### src/rtl/bbr_pkg.sv
package bbr_pkg;

  typedef enum logic [1:0] {
    ACC_LOAD  = 2'd0,
    ACC_STORE = 2'd1,
    ACC_FETCH = 2'd2
  } acc_kind_e;

  localparam logic SEL_OFFSET = 1'b0;
  localparam logic SEL_WINDOW = 1'b1;

endpackage

### src/rtl/bbr_regs.sv
module bbr_regs
  import bbr_pkg::*;
#(
  parameter int VA_W = 32,
  parameter int PA_W = 32
) (
  input  logic            clk,
  input  logic            rst_n,
  input  logic            priv_kernel,
  input  logic            cfg_we,
  input  logic            cfg_sel,
  input  logic [PA_W-1:0] cfg_wdata,
  output logic [PA_W-1:0] offset_q,
  output logic [VA_W-1:0] window_q,
  output logic            deny_q
);

  logic            wr_ok;
  logic            offset_en;
  logic            window_en;
  logic [PA_W-1:0] offset_d;
  logic [VA_W-1:0] window_d;
  logic            deny_d;

  always_comb begin
    wr_ok     = cfg_we & priv_kernel;
    offset_en = wr_ok & (cfg_sel == SEL_OFFSET);
    window_en = wr_ok & (cfg_sel == SEL_WINDOW);
    offset_d  = cfg_wdata;
    window_d  = cfg_wdata[VA_W-1:0];
    deny_d    = cfg_we & ~priv_kernel;
  end

  always_ff @(posedge clk or negedge rst_n) begin
    if (!rst_n) begin
      offset_q <= '0;
    end else if (offset_en) begin
      offset_q <= offset_d;
    end
  end

  always_ff @(posedge clk or negedge rst_n) begin
    if (!rst_n) begin
      window_q <= '0;
    end else if (window_en) begin
      window_q <= window_d;
    end
  end

  always_ff @(posedge clk or negedge rst_n) begin
    if (!rst_n) begin
      deny_q <= 1'b0;
    end else begin
      deny_q <= deny_d;
    end
  end


  user_write_blocked_chk: assert property (@(posedge clk) disable iff (!rst_n)
    (cfg_we && !priv_kernel) |=> ($stable(offset_q) && $stable(window_q) && deny_q));


  deny_source_chk: assert property (@(posedge clk) disable iff (!rst_n)
    deny_q |-> $past(cfg_we && !priv_kernel));

endmodule

### src/rtl/bbr_xlate.sv
module bbr_xlate #(
  parameter int VA_W = 32,
  parameter int PA_W = 32
) (
  input  logic [VA_W-1:0] vaddr,
  input  logic [PA_W-1:0] offset,
  input  logic [VA_W-1:0] window,
  output logic [PA_W-1:0] paddr,
  output logic            in_range
);

  localparam int PAD_W = PA_W - VA_W;

  logic [PA_W-1:0] va_ext;

  generate
    if (PAD_W > 0) begin : g_pad
      always_comb va_ext = {{PAD_W{1'b0}}, vaddr};
    end else begin : g_same
      always_comb va_ext = vaddr;
    end
  endgenerate

  // Adder and comparator share operands and run side by side.
  always_comb begin
    paddr    = va_ext + offset;
    in_range = (vaddr < window);
  end

endmodule

### src/rtl/bbr_resp.sv
module bbr_resp #(
  parameter int VA_W = 32,
  parameter int PA_W = 32
) (
  input  logic            clk,
  input  logic            rst_n,
  input  logic            req_valid,
  input  logic [VA_W-1:0] req_vaddr,
  input  logic [1:0]      req_kind,
  input  logic [PA_W-1:0] xl_paddr,
  input  logic            xl_in_range,
  output logic            ok_q,
  output logic            fault_q,
  output logic [PA_W-1:0] paddr_q,
  output logic [1:0]      kind_q,
  output logic [VA_W-1:0] flt_vaddr_q,
  output logic [1:0]      flt_kind_q
);

  logic            ok_d;
  logic            fault_d;
  logic [PA_W-1:0] paddr_d;
  logic [1:0]      kind_d;
  logic            kind_en;

  always_comb begin
    ok_d    = req_valid & xl_in_range;
    fault_d = req_valid & ~xl_in_range;
    paddr_d = ok_d ? xl_paddr : '0;
    kind_en = req_valid;
    kind_d  = req_kind;
  end

  always_ff @(posedge clk or negedge rst_n) begin
    if (!rst_n) begin
      ok_q    <= 1'b0;
      fault_q <= 1'b0;
      paddr_q <= '0;
    end else begin
      ok_q    <= ok_d;
      fault_q <= fault_d;
      paddr_q <= paddr_d;
    end
  end

  always_ff @(posedge clk or negedge rst_n) begin
    if (!rst_n) begin
      kind_q <= '0;
    end else if (kind_en) begin
      kind_q <= kind_d;
    end
  end

  always_ff @(posedge clk or negedge rst_n) begin
    if (!rst_n) begin
      flt_vaddr_q <= '0;
      flt_kind_q  <= '0;
    end else if (fault_d) begin
      flt_vaddr_q <= req_vaddr;
      flt_kind_q  <= req_kind;
    end
  end

  logic primed_q;
  always_ff @(posedge clk or negedge rst_n) begin
    if (!rst_n) primed_q <= 1'b0;
    else        primed_q <= 1'b1;
  end


  one_pulse_chk: assert property (@(posedge clk) disable iff (!rst_n)
    !(ok_q && fault_q));


  pulse_follows_req_chk: assert property (@(posedge clk) disable iff (!rst_n)
    primed_q |-> ((ok_q || fault_q) == $past(req_valid)));


  fault_no_access_chk: assert property (@(posedge clk) disable iff (!rst_n)
    !ok_q |-> (paddr_q == '0));


  capture_hold_chk: assert property (@(posedge clk) disable iff (!rst_n)
    (primed_q && !fault_q) |-> ($stable(flt_vaddr_q) && $stable(flt_kind_q)));


  kind_legal_chk: assert property (@(posedge clk) disable iff (!rst_n)
    req_valid |-> (req_kind != 2'd3));

endmodule

### src/rtl/bbr_unit.sv
module bbr_unit #(
  parameter int VA_W = 32,
  parameter int PA_W = 32
) (
  input  logic            clk,
  input  logic            rst_n,
  input  logic            priv_kernel,
  input  logic            cfg_we,
  input  logic            cfg_sel,
  input  logic [PA_W-1:0] cfg_wdata,
  input  logic            req_valid,
  input  logic [VA_W-1:0] req_vaddr,
  input  logic [1:0]      req_kind,
  output logic            acc_ok,
  output logic            acc_fault,
  output logic [PA_W-1:0] acc_paddr,
  output logic [1:0]      acc_kind,
  output logic            cfg_deny,
  output logic [VA_W-1:0] flt_vaddr,
  output logic [1:0]      flt_kind
);

  logic [PA_W-1:0] offset_q;
  logic [VA_W-1:0] window_q;
  logic [PA_W-1:0] xl_paddr;
  logic            xl_in_range;

  bbr_regs #(.VA_W(VA_W), .PA_W(PA_W)) u_regs (
    .clk         (clk),
    .rst_n       (rst_n),
    .priv_kernel (priv_kernel),
    .cfg_we      (cfg_we),
    .cfg_sel     (cfg_sel),
    .cfg_wdata   (cfg_wdata),
    .offset_q    (offset_q),
    .window_q    (window_q),
    .deny_q      (cfg_deny)
  );

  bbr_xlate #(.VA_W(VA_W), .PA_W(PA_W)) u_xlate (
    .vaddr    (req_vaddr),
    .offset   (offset_q),
    .window   (window_q),
    .paddr    (xl_paddr),
    .in_range (xl_in_range)
  );

  bbr_resp #(.VA_W(VA_W), .PA_W(PA_W)) u_resp (
    .clk         (clk),
    .rst_n       (rst_n),
    .req_valid   (req_valid),
    .req_vaddr   (req_vaddr),
    .req_kind    (req_kind),
    .xl_paddr    (xl_paddr),
    .xl_in_range (xl_in_range),
    .ok_q        (acc_ok),
    .fault_q     (acc_fault),
    .paddr_q     (acc_paddr),
    .kind_q      (acc_kind),
    .flt_vaddr_q (flt_vaddr),
    .flt_kind_q  (flt_kind)
  );

  logic primed_q;
  always_ff @(posedge clk or negedge rst_n) begin
    if (!rst_n) primed_q <= 1'b0;
    else        primed_q <= 1'b1;
  end


  legal_below_window_chk: assert property (@(posedge clk) disable iff (!rst_n)
    (primed_q && acc_ok) |-> ($past(req_vaddr) < $past(window_q)));


  fault_at_or_above_chk: assert property (@(posedge clk) disable iff (!rst_n)
    (primed_q && acc_fault) |-> ($past(req_vaddr) >= $past(window_q)));


  capture_on_fault_chk: assert property (@(posedge clk) disable iff (!rst_n)
    (primed_q && acc_fault) |-> (flt_vaddr == $past(req_vaddr) && flt_kind == $past(req_kind)));

endmodule

### config.mk
export PLATFORM = sky130hd
export DESIGN_NAME = bbr_unit
export DESIGN_NICKNAME = d
export VERILOG_FILES = /design/src/rtl/bbr_pkg.sv /design/src/rtl/bbr_regs.sv /design/src/rtl/bbr_xlate.sv /design/src/rtl/bbr_resp.sv /design/src/rtl/bbr_unit.sv
export SDC_FILE = /design/constraint.sdc
export NUM_CORES = 1
export LEC_CHECK = 0
export BUFFER_PORTS_ARGS = -buffer_cell sky130_fd_sc_hd__buf_2
export CAP_MARGIN = 20
export CORE_MARGIN = 2
export CORE_UTILIZATION = 35
export DETAILED_ROUTE_END_ITERATION = 16
export GPL_ROUTABILITY_DRIVEN = 0
export HOLD_SLACK_MARGIN = 0.06
export SLEW_MARGIN = 20
export SYNTH_ARGS = -nofsm -noshare
export SYNTH_HDL_FRONTEND = slang
export SYNTH_SLANG_ARGS = --single-unit
### constraint.sdc
create_clock -name clk -period 3.1 [get_ports clk]
set_clock_uncertainty 0.2 [all_clocks]
set_input_delay 0.775 -clock clk [delete_from_list [all_inputs] [get_ports clk]]
set_output_delay 0.775 -clock clk [all_outputs]
set_load 0.1 [all_outputs]
### Yosys cells after proc, flatten, opt, wreduce, memory -nomap -nowiden

Cells that the tools add are included.

* bitwise gates (word level): 9
* mux-type cells: 1
* magnitude comparators: 1
* add/sub/neg operators: 1

Operators with widths (count)
* $add 32x32->32: 1
* $lt 32x32->1: 1
* $mux 32: 1
* $and 1x1->1: 6
* $not 1->1: 3

* input bits: 72
* register bits after elaboration: 135
* output and inout bits: 71
* word-level logic and storage cells: 21

### Logic depth before layout (Yosys ltp)

* depth in word-level cells: 3
* depth in mapped cells: 13
* gate-level depth less buffers: 12

### Hierarchy

Synthesis repeated with hierarchy kept, for this count alone.

* cell total of the unflattened synthesis: 598
* area total of the unflattened synthesis: 7546.0 um^2

By module, submodules not included
* bbr_resp: area an instance 2595.0 um^2, cells an instance 151, instances 1
* bbr_regs: area an instance 2544.9 um^2, cells an instance 138, instances 1
* bbr_xlate: area an instance 2406.1 um^2, cells an instance 309, instances 1

### Worst setup path before layout

OpenSTA, ideal clock, no wires.

* kind: input-to-reg
* start: in req_vaddr[15]
* end: reg u_resp.paddr_q[31]
* arrival time: 2770 ps
* cell stages on the path: 10
* setup time: 131 ps
* path buffers: 0
* slack: -1 ps
* path through: ha_1 > o21ai_0 > or2b_1 > a41oi_1 > o211ai_2 > a31oi_4 > o221ai_4 > nand4_2 > a211oi_1 > or3_1

* word-level cells in the longest chain between the ends: 3
* elaborated cells between the ends (all ways): 4
* those cells by class: 1 x add/sub; 1 x order compare; 1 x mux; 1 x bitwise

RTL lines
* from (decl): line bbr_unit.sv:12 `input logic [VA_W-1:0] req_vaddr,`
* $lt 32x32->1: line bbr_xlate.sv:27 `in_range = (vaddr < window);`
* $and 1x1->1: line bbr_resp.sv:27 `ok_d = req_valid & xl_in_range;`
* $mux 32 (*): line bbr_resp.sv:29 `paddr_d = ok_d ? xl_paddr : '0;`
* named net u_resp.paddr_d[31]: line bbr_resp.sv:22 `logic [PA_W-1:0] paddr_d;`
* to (signal assigned): line bbr_resp.sv:42 `paddr_q <= paddr_d;`
* to (decl): line bbr_resp.sv:14 `output logic [PA_W-1:0] paddr_q,`

Mark *: on every way through the listed nets, which the timed path passes. The rest lies on a longest branch.
A chain may end at the register's enable or synchronous reset.

### Final worst setup path

* start: in req_vaddr[9]
* end: reg u_resp.flt_vaddr_q[31]

* word-level cells in the longest chain between the ends: 3

RTL lines
* $lt 32x32->1: line bbr_xlate.sv:27
* $not 1->1: line bbr_resp.sv:28 `fault_d = req_valid & ~xl_in_range;`
* $and 1x1->1: line bbr_resp.sv:28
* to (signal assigned): line bbr_resp.sv:59 `flt_vaddr_q <= req_vaddr;`
* to (decl): line bbr_resp.sv:16 `output logic [VA_W-1:0] flt_vaddr_q,`

No other way between the ends.

==> impl_results.md <==
* Outcome: completed
* DR WL/cell at 15.1 um
* Site Rows at 52
* Hold Buf Count CTS at 0
* Most frequent cells in the layout: buf_2, dfrtp_1, nand2_1
* WP data required at 3.20 ns
* Final Hold Vio Count at 0
* CP bufs+invs at 3
* Max cap viols at 0
* HP Class: in -> async
* Final setup fails at 0
* PortBufs at approximately 140
* Tcrit/Tclk final at 97.9%
* Main flop type after synthesis: dfrtp_1
* CTS root buffer: clkbuf_16
* Area Growth Syn to Fin at 35.5%
* Synthesized cell area at 7070 um^2
* Via count at 5587
* Drt drc at 0
* Crit-path max FO at 5
* Post-synth EDFFs at 0
* Reg-to-reg startpoint: u_regs.window_q[9]
* DP HPWL at ~14000 um
* Initial DRC Count at ~240
* Worst slew pin tran at 0.555 ns
* Synth async-reset ratio at 100%
* Crit path launch: req_vaddr[9]
* First-pass GRT wire length at 29600 um
* H-tree levels at 4
* Final WL at ~18000 um
* Post-route minimum period at 3.03 ns
* Setup TNS at 0 ns
* Worst path cell trace: buf_2, ha_1, a21o_1, a211o_1, a2111oi_4, buf_4, o21ai_1, a31oi_2, nand2b_4, buf_12, mux2_2
* Crit path largest cell delay at between 0.3 and 0.4 ns
* Non-Filler Instances at 1203
* Clk pin slew, worst setup/hold paths at 0.06 ns
* Overall Global Routing Usage at ~18%
* RSZ-0062 raised after global routing: true
* Crit path kind: in -> reg
* Seq/Total Area, Yosys at between 40% and 50%
* Worst-skew pair later-pin latency at roughly 0.41 ns
* Clock sinks at 135
* Initial core utilization at 35.3%
* CP max stage cell: ha_1
* Syn Area/Cell at between 10 and 15 um^2
* Pwr/cell area at 900 nW/um^2
* Pleak at 5.00 nW
* Combinational fraction of design power at 48.6%
* DRT antenna net count at 0
* Sequential power share at between 20% and 30%
* Maximum clock rate at 0.330 GHz
* Final Slew Violations at 0
* CTS buffer count at 17
* Switching pwr at 4.01 mW
* Pwr Total at 8.63 mW
* Largest delay share family, worst path: compound AO/OA/AOI/OAI gates
* Vias per std cell at 4.64
* Net Count, Synth at roughly 800
* Largest net degree at the start of global routing at 54
* Synthesis-stage register bit count at 135
* Antenna Cells at 0
* Syn Inst Count at 667
* Peak VDD IR at 0.445 mV
* Share of cells above drive strength 1 at 40.2%
* Gr ovfl total at 0
* Worst Path Arrival at roughly 3.1 ns
* Die Height at 146 um
* # IOs at between 100 and 150
* Die X at 146 um
* Switching Share at 46.5%
* Core area at 20000 um^2
* Net count, final at between 1000 and 1500
* CP startpoint kind: primary input
* CTS Buffer Depth at 2
* Most common library cell in the layout ignoring fill and taps: buf_2
* Clock network fraction of total power at 23.5%
* Distinct cells, synth at 60
* YS warnings at 0
* Placed cells at 1169
* Vias in the first global route at 5711
* DR pass1 iterations at 4
* Die area at 21400 um^2
* CTS tree: done
* Worst slew margin at between 60% and 70%
* Initial antenna violation count at 0
* Int Pwr at 4.61 mW
* Crit end category: flop
## worst paths after layout
| kind | end | slack, ns | depth (start not counted) |
|---|---|---|---|
| max in group asynchronous | u_regs.window_q[22] | 1.72 | 2 |
| hold / removal | u_resp.kind_q[0] | 0.11 | 1 |
| min in group clk | u_resp.flt_vaddr_q[7] | 0.26 | 2 |
| hold reg to reg | u_resp.flt_vaddr_q[7] | 0.26 | 2 |
| setup / recovery | u_resp.flt_vaddr_q[31] | 0.07 | 11 |
| setup reg to reg | u_resp.flt_vaddr_q[31] | 0.17 | 11 |
## worst register-to-register path: cells and delay by family (launching register included)
kind            cells  cell delay, ns
fa+ha+maj           1            0.29
flops               1            0.34
simple gates        1            0.21
compound gates      5            1.15
buf+inv             3            0.31
mux                 1            0.31
## cell families (layout without fill, tap and decap cells)
logic type | Yosys count | count (layout) | synth area share, %
AND/OR/NAND/NOR | 215 | 215 | 13.6
flip-flops | 135 | 135 | 47.8
multiplexers | 69 | 69 | 11.0
adder cells (fa/ha/maj) | 63 | 63 | 11.2
AO/OA/AOI/OAI | 104 | 104 | 10.2
XOR/XNOR | 25 | 25 | 3.10
buffers and inverters | 56 | 322 | 3.15
## final cells by class
cell class	count	area (um^2)
fill	1951	10500
multi-input combinational	476	3530
tap	270	338
inverter	39	146
sequential	135	3380
clock buffer	20	437
clock inverter	12	153
timing repair buffer	251	1600
## layer usage
metal	GRT usage [%]	vias up	share of wire (%)
met4	5.15	0	1.2
li1	-	2815	-
met1	23.5	2653	47
met3	4.31	10	4.1
met2	28.7	109	48
met5	0	-	0
## state kept, by name, indices dropped and copies added (netlist names)
signal / cells
u_regs.deny_q: 1
u_regs.offset_q: 32
u_regs.window_q: 32
u_resp.fault_q: 1
u_resp.flt_kind_q: 2
u_resp.flt_vaddr_q: 32
u_resp.kind_q: 2
u_resp.ok_q: 1
u_resp.paddr_q: 32
## metrics by stage
step	hold slack [ns]	util, %	setup WS [ns]	cell area, um^2
floorplan	0.271	-	0.00590	7070
global placement	0.252	44.5	-0.457	8910
detailed placement	0.257	44.5	-0.519	8910
CTS	0.124	47.5	0.0463	9510
global route	0.143	47.8	-0.0314	9580
finish	0.113	47.8	0.0665	9580
## Yosys cell counts (3+ instances only)
master,instances,area (um^2)
dfrtp_1,135,3380
nand2_1,122,458
mux2_2,68,766
ha_1,62,776
nor2_1,40,150
inv_1,39,146
a21oi_1,31,155
o21ai_0,17,85.1
xor2_1,15,131
a21o_1,10,75.1
xnor2_1,10,87.6
buf_2,9,45.0
nand3_1,8,40.0
nor3_1,7,35.0
a31oi_1,6,37.5
and4_1,6,52.6
o21a_1,6,45.0
nand2b_1,5,31.3
nor2b_1,5,31.3
clkbuf_1,4,15.0
buf_1,3,11.3
nand4_1,3,18.8
o211ai_1,3,22.5
or2_2,3,18.8
## power groups by stage
stage               Clock, mW  Combinational, mW  Sequential, mW
floorplan                   0               1.21            4.29
global placement            0               4.13            2.43
detailed placement          0               4.17            2.43
CTS                      2.08               4.19            2.41
global route             2.16               4.47            2.45
finish                   2.03               4.20            2.40
## what timing repair did
| action | in CTS | in global routing |
|---|---|---|
| buffers inserted | 0 | 2 |
| hold endpoints to repair | 0 | 0 |
| pin swaps | 2 | 2 |
| gates resized for setup | 2 | 10 |
| endpoints found under the setup margin | 33 | 38 |
Power figures use the tool's default switching activity.
